==> src/rtl/spi_flag_pkg.sv <==
package spi_flag_pkg;
  localparam logic [1:0] A_TXD  = 2'd0;
  localparam logic [1:0] A_RXD  = 2'd1;
  localparam logic [1:0] A_FLAG = 2'd2;
  localparam logic [1:0] A_IEN  = 2'd3;

  localparam int FB_TXE  = 0;
  localparam int FB_RXF  = 1;
  localparam int FB_OVR  = 2;
  localparam int FB_STAT = 3;

  localparam int IEN_W   = 2;
endpackage

==> src/rtl/spi_sync.sv <==
module spi_sync #(
  parameter int          W       = 3,
  parameter int          STAGES  = 2,
  parameter logic [W-1:0] RST_VAL = '0
) (
  input  logic         clk,
  input  logic         rst_n,
  input  logic [W-1:0] d,
  output logic [W-1:0] q
);
  logic [W-1:0] stg_q [STAGES];

  for (genvar s = 0; s < STAGES; s++) begin : g_stage
    logic [W-1:0] stg_n;
    if (s == 0) begin : g_first
      always_comb stg_n = d;
    end else begin : g_rest
      always_comb stg_n = stg_q[s-1];
    end
    always_ff @(posedge clk or negedge rst_n) begin
      if (!rst_n) stg_q[s] <= RST_VAL;
      else        stg_q[s] <= stg_n;
    end
  end

  assign q = stg_q[STAGES-1];
endmodule

==> src/rtl/spi_bit_engine.sv <==
module spi_bit_engine #(
  parameter int DW      = 8,
  parameter int CLK_DIV = 4
) (
  input  logic          clk,
  input  logic          rst_n,
  input  logic          master,
  input  logic          tx_valid,
  input  logic [DW-1:0] tx_data,
  input  logic          sdi_m,
  input  logic          sdi_s,
  input  logic          sclk_rise,
  input  logic          sclk_fall,
  input  logic          sel_act,
  input  logic          sel_start,
  output logic          tx_take,
  output logic          bit_stb,
  output logic          bit_val,
  output logic          bit_first,
  output logic          byte_stb,
  output logic          busy,
  output logic          sclk_out,
  output logic          sdo
);
  localparam int PW   = (CLK_DIV > 2) ? $clog2(CLK_DIV) : 1;
  localparam int HALF = CLK_DIV / 2;
  localparam int CW   = $clog2(DW);
  localparam logic [PW-1:0] PH_SMP   = PW'(HALF - 1);
  localparam logic [PW-1:0] PH_HI    = PW'(HALF);
  localparam logic [PW-1:0] PH_END   = PW'(CLK_DIV - 1);
  localparam logic [CW-1:0] CNT_LAST = CW'(DW - 1);

  logic          busy_q, busy_n;
  logic [PW-1:0] ph_q, ph_n;
  logic [CW-1:0] cnt_q, cnt_n;
  logic [DW-1:0] tsh_q, tsh_n;
  logic          skip_q, skip_n;
  logic [DW-1:0] reload;

  assign reload = tx_valid ? tx_data : '0;

  always_comb begin
    busy_n    = busy_q;
    ph_n      = ph_q;
    cnt_n     = cnt_q;
    tsh_n     = tsh_q;
    skip_n    = skip_q;
    tx_take   = 1'b0;
    bit_stb   = 1'b0;
    bit_val   = 1'b0;
    bit_first = 1'b0;
    byte_stb  = 1'b0;
    if (master) begin
      skip_n = 1'b0;
      if (!busy_q) begin
        if (tx_valid) begin
          busy_n  = 1'b1;
          tx_take = 1'b1;
          tsh_n   = tx_data;
          ph_n    = '0;
          cnt_n   = '0;
        end
      end else begin
        ph_n = ph_q + 1'b1;
        if (ph_q == PH_SMP) begin
          bit_stb   = 1'b1;
          bit_val   = sdi_m;
          bit_first = (cnt_q == '0);
          byte_stb  = (cnt_q == CNT_LAST);
        end
        if (ph_q == PH_END) begin
          ph_n = '0;
          if (cnt_q == CNT_LAST) begin
            busy_n = 1'b0;
          end else begin
            cnt_n = cnt_q + 1'b1;
            tsh_n = {tsh_q[DW-2:0], 1'b0};
          end
        end
      end
    end else begin
      busy_n = 1'b0;
      ph_n   = '0;
      if (!sel_act) begin
        cnt_n  = '0;
        skip_n = 1'b0;
      end else if (sel_start) begin
        tsh_n   = reload;
        tx_take = tx_valid;
        cnt_n   = '0;
        skip_n  = 1'b0;
      end else if (sclk_rise) begin
        bit_stb   = 1'b1;
        bit_val   = sdi_s;
        bit_first = (cnt_q == '0);
        if (cnt_q == CNT_LAST) begin
          byte_stb = 1'b1;
          cnt_n    = '0;
          tsh_n    = reload;
          tx_take  = tx_valid;
          skip_n   = 1'b1;
        end else begin
          cnt_n = cnt_q + 1'b1;
        end
      end else if (sclk_fall) begin
        if (skip_q) skip_n = 1'b0;
        else        tsh_n  = {tsh_q[DW-2:0], 1'b0};
      end
    end
  end

  always_ff @(posedge clk or negedge rst_n) begin
    if (!rst_n) begin
      busy_q <= 1'b0;
      ph_q   <= '0;
      cnt_q  <= '0;
      tsh_q  <= '0;
      skip_q <= 1'b0;
    end else begin
      busy_q <= busy_n;
      ph_q   <= ph_n;
      cnt_q  <= cnt_n;
      tsh_q  <= tsh_n;
      skip_q <= skip_n;
    end
  end

  assign busy     = busy_q;
  assign sclk_out = master & busy_q & (ph_q >= PH_HI);
  assign sdo      = tsh_q[DW-1];
endmodule

==> src/rtl/spi_rx_path.sv <==
module spi_rx_path #(
  parameter int DW = 8
) (
  input  logic          clk,
  input  logic          rst_n,
  input  logic          bit_stb,
  input  logic          bit_val,
  input  logic          bit_first,
  input  logic          byte_stb,
  input  logic          rd_rx,
  input  logic          clr_full,
  input  logic          clr_ovr,
  input  logic          ien_full,
  input  logic          ien_err,
  output logic [DW-1:0] rx_buf,
  output logic          rx_full,
  output logic          rx_hold,
  output logic          ovr,
  output logic          irq_full,
  output logic          irq_err
);
  logic [DW-1:0] sh_q, sh_n, buf_q, buf_n;
  logic          full_q, full_n, hold_q, hold_n, ovr_q, ovr_n;
  logic          set_full, set_err, irqf_q, irqe_q;

  always_comb begin
    sh_n     = bit_stb ? {sh_q[DW-2:0], bit_val} : sh_q;
    buf_n    = buf_q;
    full_n   = full_q;
    hold_n   = hold_q;
    ovr_n    = ovr_q;
    set_full = 1'b0;
    set_err  = 1'b0;
    if (rd_rx) begin
      if (hold_q) begin
        buf_n    = sh_q;
        full_n   = 1'b1;
        hold_n   = 1'b0;
        set_full = 1'b1;
      end else begin
        full_n = 1'b0;
      end
    end
    if (clr_full) full_n = 1'b0;
    if (clr_ovr)  ovr_n  = 1'b0;
    if (bit_stb && bit_first && hold_q) begin
      ovr_n   = 1'b1;
      set_err = 1'b1;
    end
    if (byte_stb) begin
      if (!full_n) begin
        buf_n    = sh_n;
        full_n   = 1'b1;
        hold_n   = 1'b0;
        set_full = 1'b1;
      end else begin
        hold_n = 1'b1;
      end
    end
  end

  always_ff @(posedge clk or negedge rst_n) begin
    if (!rst_n) begin
      sh_q   <= '0;
      buf_q  <= '0;
      full_q <= 1'b0;
      hold_q <= 1'b0;
      ovr_q  <= 1'b0;
      irqf_q <= 1'b0;
      irqe_q <= 1'b0;
    end else begin
      sh_q   <= sh_n;
      buf_q  <= buf_n;
      full_q <= full_n;
      hold_q <= hold_n;
      ovr_q  <= ovr_n;
      irqf_q <= set_full & ien_full;
      irqe_q <= set_err & ien_err;
    end
  end

  assign rx_buf   = buf_q;
  assign rx_full  = full_q;
  assign rx_hold  = hold_q;
  assign ovr      = ovr_q;
  assign irq_full = irqf_q;
  assign irq_err  = irqe_q;
endmodule

==> src/rtl/spi_flag_ctrl.sv <==
module spi_flag_ctrl
  import spi_flag_pkg::*;
#(
  parameter int DATA_W      = 8,
  parameter int CLK_DIV     = 4,
  parameter int SYNC_STAGES = 2
) (
  input  logic              clk,
  input  logic              rst_n,
  input  logic              mode_master,
  input  logic [1:0]        reg_addr,
  input  logic              reg_wr,
  input  logic              reg_rd,
  input  logic [DATA_W-1:0] reg_wdata,
  output logic [DATA_W-1:0] reg_rdata,
  input  logic              sclk_in,
  input  logic              sel_n_in,
  input  logic              sdi,
  output logic              sclk_out,
  output logic              sdo,
  output logic              irq_rx_full,
  output logic              irq_rx_err
);
  localparam int PAD_W = DATA_W - 4;
  localparam int SYN_W = 3;
  localparam logic [SYN_W-1:0] SYN_RST = 3'b010;

  // reset: asynchronous assert, synchronous release
  logic rst_m_q, rst_s_q, rst_n_i;
  always_ff @(posedge clk or negedge rst_n) begin
    if (!rst_n) begin
      rst_m_q <= 1'b0;
      rst_s_q <= 1'b0;
    end else begin
      rst_m_q <= 1'b1;
      rst_s_q <= rst_m_q;
    end
  end
  assign rst_n_i = rst_s_q;

  // slave-side pins: {sdi, sel_n, sclk}
  logic [SYN_W-1:0] syn_q;
  spi_sync #(.W(SYN_W), .STAGES(SYNC_STAGES), .RST_VAL(SYN_RST)) u_sync (
    .clk(clk), .rst_n(rst_n_i), .d({sdi, sel_n_in, sclk_in}), .q(syn_q)
  );

  logic sclk_d_q, sel_act_d_q, sel_act;
  logic sclk_rise, sclk_fall, sel_start;
  assign sel_act   = ~syn_q[1];
  assign sclk_rise = syn_q[0] & ~sclk_d_q;
  assign sclk_fall = ~syn_q[0] & sclk_d_q;
  assign sel_start = sel_act & ~sel_act_d_q;

  // register decode
  logic wr_txd, wr_flag, wr_ien, rd_rxd;
  assign wr_txd  = reg_wr & (reg_addr == A_TXD);
  assign wr_flag = reg_wr & (reg_addr == A_FLAG);
  assign wr_ien  = reg_wr & (reg_addr == A_IEN);
  assign rd_rxd  = reg_rd & (reg_addr == A_RXD);

  logic [DATA_W-1:0] txd_q, txd_n;
  logic              txv_q, txv_n, txe_q, txe_n;
  logic [IEN_W-1:0]  ien_q, ien_n;

  logic tx_take, bit_stb, bit_val, bit_first, byte_stb, eng_busy;
  logic [DATA_W-1:0] rx_buf;
  logic rx_full, rx_hold, ovr_flag;

  spi_bit_engine #(.DW(DATA_W), .CLK_DIV(CLK_DIV)) u_eng (
    .clk(clk), .rst_n(rst_n_i), .master(mode_master),
    .tx_valid(txv_q), .tx_data(txd_q),
    .sdi_m(sdi), .sdi_s(syn_q[2]),
    .sclk_rise(sclk_rise), .sclk_fall(sclk_fall),
    .sel_act(sel_act), .sel_start(sel_start),
    .tx_take(tx_take), .bit_stb(bit_stb), .bit_val(bit_val),
    .bit_first(bit_first), .byte_stb(byte_stb), .busy(eng_busy),
    .sclk_out(sclk_out), .sdo(sdo)
  );

  spi_rx_path #(.DW(DATA_W)) u_rx (
    .clk(clk), .rst_n(rst_n_i),
    .bit_stb(bit_stb), .bit_val(bit_val), .bit_first(bit_first),
    .byte_stb(byte_stb), .rd_rx(rd_rxd),
    .clr_full(wr_flag & reg_wdata[FB_RXF]),
    .clr_ovr(wr_flag & reg_wdata[FB_OVR]),
    .ien_full(ien_q[0]), .ien_err(ien_q[1]),
    .rx_buf(rx_buf), .rx_full(rx_full), .rx_hold(rx_hold), .ovr(ovr_flag),
    .irq_full(irq_rx_full), .irq_err(irq_rx_err)
  );

  always_comb begin
    txd_n = txd_q;
    txv_n = txv_q;
    txe_n = txe_q;
    ien_n = ien_q;
    if (tx_take) begin
      txv_n = 1'b0;
      txe_n = 1'b1;
    end
    if (wr_txd) begin
      txd_n = reg_wdata;
      txv_n = 1'b1;
      txe_n = 1'b0;
    end
    if (wr_flag && reg_wdata[FB_TXE]) txe_n = 1'b0;
    if (wr_ien) ien_n = reg_wdata[IEN_W-1:0];
  end

  always_ff @(posedge clk or negedge rst_n_i) begin
    if (!rst_n_i) begin
      txd_q       <= '0;
      txv_q       <= 1'b0;
      txe_q       <= 1'b0;
      ien_q       <= '0;
      sclk_d_q    <= 1'b0;
      sel_act_d_q <= 1'b0;
    end else begin
      txd_q       <= txd_n;
      txv_q       <= txv_n;
      txe_q       <= txe_n;
      ien_q       <= ien_n;
      sclk_d_q    <= syn_q[0];
      sel_act_d_q <= sel_act;
    end
  end

  logic              stat_bit;
  logic [DATA_W-1:0] flags;
  assign stat_bit = mode_master ? eng_busy : syn_q[1];
  assign flags    = {{PAD_W{1'b0}}, stat_bit, ovr_flag, rx_full, txe_q};

  always_comb begin
    reg_rdata = '0;
    if (reg_rd) begin
      case (reg_addr)
        A_RXD:   reg_rdata = rx_buf;
        A_FLAG:  reg_rdata = flags;
        A_IEN:   reg_rdata = {{(DATA_W-IEN_W){1'b0}}, ien_q};
        default: reg_rdata = '0;
      endcase
    end
  end
endmodule

==> config.mk <==
export PLATFORM = sky130hd
export DESIGN_NAME = spi_flag_ctrl
export DESIGN_NICKNAME = d
export VERILOG_FILES = /design/src/rtl/spi_flag_pkg.sv /design/src/rtl/spi_sync.sv /design/src/rtl/spi_bit_engine.sv /design/src/rtl/spi_rx_path.sv /design/src/rtl/spi_flag_ctrl.sv
export SDC_FILE = /design/constraint.sdc
export NUM_CORES = 1
export LEC_CHECK = 0
export ABC_AREA = 1
export BUFFER_PORTS_ARGS = -buffer_cell sky130_fd_sc_hd__clkbuf_2
export CORE_MARGIN = 5
export CORE_UTILIZATION = 59
export DETAILED_ROUTE_END_ITERATION = 8
export PLACE_DENSITY = 0.85
export SYNTH_ARGS = -nofsm -noshare
export SYNTH_HDL_FRONTEND = slang
export SYNTH_SLANG_ARGS = --single-unit
==> constraint.sdc <==
create_clock -name clk -period 1.9 [get_ports clk]
set_input_delay 0.095 -clock clk [delete_from_list [all_inputs] [get_ports clk]]
set_output_delay 0.095 -clock clk [all_outputs]
set_load 0.01 [all_outputs]
[Yosys cells after proc, flatten, opt, wreduce, memory -nomap -nowiden]
Cells that the tools add are included.
Storage, ports and cells
  flip-flop bits (word level): 58
  latch bits: 0
  RAM bits: 0
  bits in read-only memories: 0
  input port bits: 18
  output and inout bits: 12
  memories kept: 0
Cells by class
  add/sub/neg operators: 2
  multiply operators: 0
  divide/modulo/power cells: 0
  $lt $le $gt $ge: 1
  equality and inequality tests: 13
  shifts and indexed selects: 0
  muxes and demuxes: 93
  bitwise operators: 17
  reductions and logical operators: 15
Operators with widths (count)
  8-bit two-way mux: 18
  1-bit two-way mux: 61
  3-bit two-way mux: 9
  8-bit case mux with 3 select lines: 1
  1-bit bitwise AND: 13
  2-bit two-way mux: 4
  4-bit nonzero test: 2
  7-bit AND reduction: 1
  2-bit equality test (second input constant): 3
  3-bit inequality test (second input constant): 2
  2-bit nonzero test: 3
  5-bit by 2-bit inequality test with 1-bit output (second input constant): 1
  5-bit nonzero test: 1
  2-bit by 1-bit equality test with 1-bit output (second input constant): 2
  4-bit by 2-bit inequality test with 1-bit output (second input constant): 1
  4-bit inequality test (second input constant): 1
  1-bit NOT: 4
  4-bit AND reduction: 1
  3-bit by 1-bit adder with 3-bit output (second input constant): 1
  3-bit equality test (second input constant): 1
  1-bit logical AND: 3
  3-bit zero test: 1
  3-bit by 1-bit inequality test with 1-bit output (second input constant): 1
  3-bit nonzero test: 1
  5 further kinds: 5

[Depth between registers and ports, before layout]
  depth in word-level cells: 10
  gate-level depth with buffers: 10
  depth with buffers taken out: 10

[Modules after synthesis]
Synthesis repeated with hierarchy kept, for this count alone.
Unflattened totals
  cells, all modules: 394
  area, all modules: 3055.4 µm²
By module, submodules not included
  spi_bit_engine: times used 1, cells each 178, area each 1149.9 µm²
  spi_rx_path: times used 1, cells each 112, area each 918.4 µm²
  spi_flag_ctrl: times used 1, cells each 98, area each 834.6 µm²
  spi_sync: times used 1, cells each 6, area each 152.6 µm²

[Least setup slack after synthesis]
Ideal clock, no wire load.
  kind: reg-to-reg
  from: register u_eng.cnt_q[0]
  to: register u_eng.tsh_q[0]
  data arrival time: 1473 ps
  data required time: 1783 ps
  setup slack: 311 ps
  stages on the path, launching flop included: 9
  path buffers: 0
  clock period less this slack: 1589 ps
  cell sequence: dfrtp_1 > ha_1 > ha_1 > inv_1 > a21oi_1 > nor2_2 > nand4_2 > nand2_1 > nand2_1
Between the ends
  cells in the longest elaborated chain, start to end: 3
Ends and longest elaborated chain
  start, declared: RTL line spi_bit_engine.sv:35  | logic [CW-1:0] cnt_q, cnt_n;
  start signal, assigned: RTL line spi_bit_engine.sv:122  | cnt_q <= cnt_n;
  3-bit equality test (*): RTL line spi_bit_engine.sv:73, spi_bit_engine.sv:96
  4-bit by 2-bit inequality test with 1-bit output (no source line) or 3-bit inequality test (tied branches)
  7-bit AND reduction (no source line) (*)
  end signal, assigned: RTL line spi_bit_engine.sv:123  | tsh_q <= tsh_n;
  end, declared: RTL line spi_bit_engine.sv:36  | logic [DW-1:0] tsh_q, tsh_n;
Every way passes the cells marked *; elsewhere a longest branch is shown, timed or not.
A chain may end at the register's enable or synchronous reset.

[Worst setup path after layout]
  from: register u_eng.cnt_q[0]
  to: register u_eng.cnt_q[0]
Between the ends
  cells in the longest elaborated chain, start to end: 6
Ends and longest elaborated chain
  3-bit by 1-bit adder with 3-bit output or 3-bit equality test (tied branches)
  3-bit two-way mux: RTL line spi_bit_engine.sv:96  | if (cnt_q == CNT_LAST) begin
  3-bit two-way mux: RTL line spi_bit_engine.sv:92  | end else if (sclk_rise) begin
  3-bit two-way mux: RTL line spi_bit_engine.sv:87  | end else if (sel_start) begin
  3-bit two-way mux: RTL line spi_bit_engine.sv:84  | if (!sel_act) begin
  3-bit two-way mux: RTL line spi_bit_engine.sv:53  | if (master) begin
Several ways; a longest one is shown, not always the timed one. The select of a mux whose other input is x is not followed.

==> reports/metrics.cfg <==
[status]
status = finished clean

[layout]
final_net_count = 436
drive_above_1_share = 0.216
antennaDiodeCount = 0
syn_to_final_growth_pct = 19.2

[clocking]
cts_tree = yes
cts-root-buf = clkbuf_8
postCtsResizedCells = 0
cts_setup_buffers = 0
clock_sinks = 58
clock_path_buffers = 2
clkTransAtPathRegs_ps = 60
clk_latency_ps = 340
cts_htree_levels = 3
numCtsBuffers = 9

[placement]
io_buffers = 29
hpwl_mm = 4.70
gp_congestion = 0.867

[grt]
grt_usage = 0.234
first_global_vias = 2539
busiest_layer = met2
overflow = 0
use_met3 = 0.0787
grt_use_met2 = 0.390
use_met1 = 0.281
grt_pass1_wl_mm = 11.6
grt_max_degree = 38
antenna_found_initial = 0

[pwr]
leakage_uw = 0.00195
ir_drop_v = 0.000598
powerDensity_mw_per_mm2 = 1110

[logic_synthesis]
yosysSeqAreaShare = 0.484
synth_commonest_cells = nand2_1, dfrtp_1, inv_1
synth_area_leaders = dfrtp_1, nand2_1, nand3_1
synth_edf_count = 0
syn_area_per_cell_um2 = 8.21
synth_top_area_cell = dfrtp_1
synth_area_mm2 = 0.00301
yosys_warnings = 0
syn-num-nets = 390
yosysTopAreaCellShare = 0.466
synth-async-reset-ratio = 1.00
synthCells = 366
synth.most_common_cell = nand2_1
synth_cell_types = 33
synth-main-ff-cell = dfrtp_1
ys_seq_elements = 58

[floorplanning]
dieHeight_um = 81.4
dieArea_mm2 = 0.00662
start_util = 0.596
die_w_um = 81.4
pin_count = 30
coreArea_mm2 = 0.00504
num_rows = 26

[sta]
fmax_mhz = 589
clock_skew_ps = 8.14
hold_slack_ps = 27.5
hold_violations = 0
period_share = 0.894
tns_ps = 0
rsz0062_at_grt = false
slew_viol_final = 0
setup_viol = 0
final.min_clock_period_ps = 1700

[critical_path]
critPathSlowestCell = dfrtp_1
critPathLaunchType = flop
path_cells = ha_1, ha_1, inv_1, a21oi_1, nor3_2, nand3_1, o21ai_0
timing.critical_path.mode_cell = ha_1
crit_type = reg -> reg
max_stage_delay_ps = 390
endpoint_kind = flop
critPathBufInv = 1
critPathMaxFanout = 6
critPathTopFamily = simple AND/OR/NAND/NOR gates
timing.critical_path.required_ps = 2150
cp.arrival_ps = 1950

[hold_path]
hold_class = in -> reg

[routing]
dr.pass1.iters = 4
num_vias = 2522
drcViolationCount = 0
avgRoutedWirePerCell_um = 13.4
via_per_inst = 5.18
antenna_left = 0
routed_wirelength_mm = 6.55
first_iter_violations = 157

[flow_run]
maxCapViolations = 0

==> stage by stage <==
stage / utilization / total power [µW] / cells / setup slack, ps / instance area (µm²)
after floorplan: - / 2290 / 366 / 169 / 3010
after CTS: 0.710 / 4000 / 487 / 219 / 3580
after global placement: 0.640 / 2500 / 461 / 313 / 3230
after global routing: 0.710 / 4240 / 487 / 28.8 / 3580
after detailed placement: 0.640 / 2550 / 461 / 240 / 3230
final: 0.710 / 3990 / 487 / 202 / 3580
==> worst register-to-register path, cell delays in order, from the launching register on <==
cell and delay (ps):
dfrtp_1 390, ha_1 200, ha_1 200, inv_1 100, a21oi_1 110, nor3_2 360, nand3_1 140, o21ai_0 110
==> power breakdown <==
part	total [µW]	switching [µW]	internal [µW]
clock	1420	474	943
combinational	876	558	318
sequential	1690	219	1480
==> cell families (layout without fill, tap and decap cells) <==
kind of cell	Yosys count	in the layout	share of synthesized area
AO/OA/AOI/OAI	39	39	0.0783
adder cells (fa/ha/maj)	6	6	0.0250
buffers and inverters	45	96	0.0629
flip-flops	58	58	0.484
other	1	1	0.00125
AND/OR/NAND/NOR	217	217	0.349
==> final cells by class <==
| class | instances | area, µm² |
|---|---|---|
| tap | 70 | 87.6 |
| inverter | 38 | 143 |
| multi-input combinational | 263 | 1360 |
| clock inverter | 4 | 97.6 |
| timing repair buffer | 42 | 280 |
| clock buffer | 12 | 155 |
| fill | 401 | 1460 |
| sequential | 58 | 1460 |
==> state kept, by name, indices dropped and copies added, names as in the netlist, 2 cells and up <==
signal	cells
txd_q	8
u_eng.tsh_q	8
u_rx.rx_buf	8
u_rx.sh_q	8
u_eng.cnt_q	3
u_sync.g_stage.stg_n	3
u_sync.q	3
ien_q	2
u_eng.ph_q	2
==> repair_timing <==
action                                  CTS  global route
endpoints found under the hold margin    11             0
endpoints found under the setup margin    0             0
hold buffers                             10             0
==> placed cells by master (no fill, tap or decap), drive strengths merged <==
cell / synthesis / final
buf: 6 / 3
nand2: 155 / 155
bufinv: 0 / 3
a21boi: 1 / 1
dlygate4sd3: 0 / 10
o21ai: 21 / 21
dfstp: 2 / 2
a22oi: 8 / 8
nor3: 2 / 2
dfrtp: 56 / 56
inv: 38 / 38
ha: 6 / 6
clkinvlp: 0 / 1
a21oi: 7 / 7
nor3b: 1 / 1
nor2: 21 / 21
conb: 1 / 1
clkbuf: 1 / 41
a31oi: 1 / 1
nand4: 6 / 6
nand3: 32 / 32
o22ai: 1 / 1
==> per-layer routing <==
layer / wire [µm] / vias to the layer above
met4: 204 / 0
met3: 242 / 17
met1: 2770 / 1194
met2: 3340 / 47
li1: - / 1264
met5: 0 / -
==> final timing paths <==
path	startpoint	endpoint	slack, ps	cells past startpoint
setup reg to reg	u_eng.cnt_q[0]$_DFFE_PN0P_	u_eng.cnt_q[0]$_DFFE_PN0P_	200	7
hold / removal	reg_wdata[0]	txd_q[0]$_DFFE_PN0P_	30	3
hold reg to reg	rst_n_i$_DFF_PN0_	u_rx.sh_q[4]$_DFF_PN0_	200	0
min in group asynchronous	rst_n	rst_m_q$_DFF_PN0_	70	2
max in group asynchronous	rst_n_i$_DFF_PN0_	u_sync.q[1]$_DFF_PN1_	1100	1
setup / recovery	u_eng.cnt_q[0]$_DFFE_PN0P_	u_eng.cnt_q[0]$_DFFE_PN0P_	200	7
No activity file was read; power rests on OpenSTA's default activity.
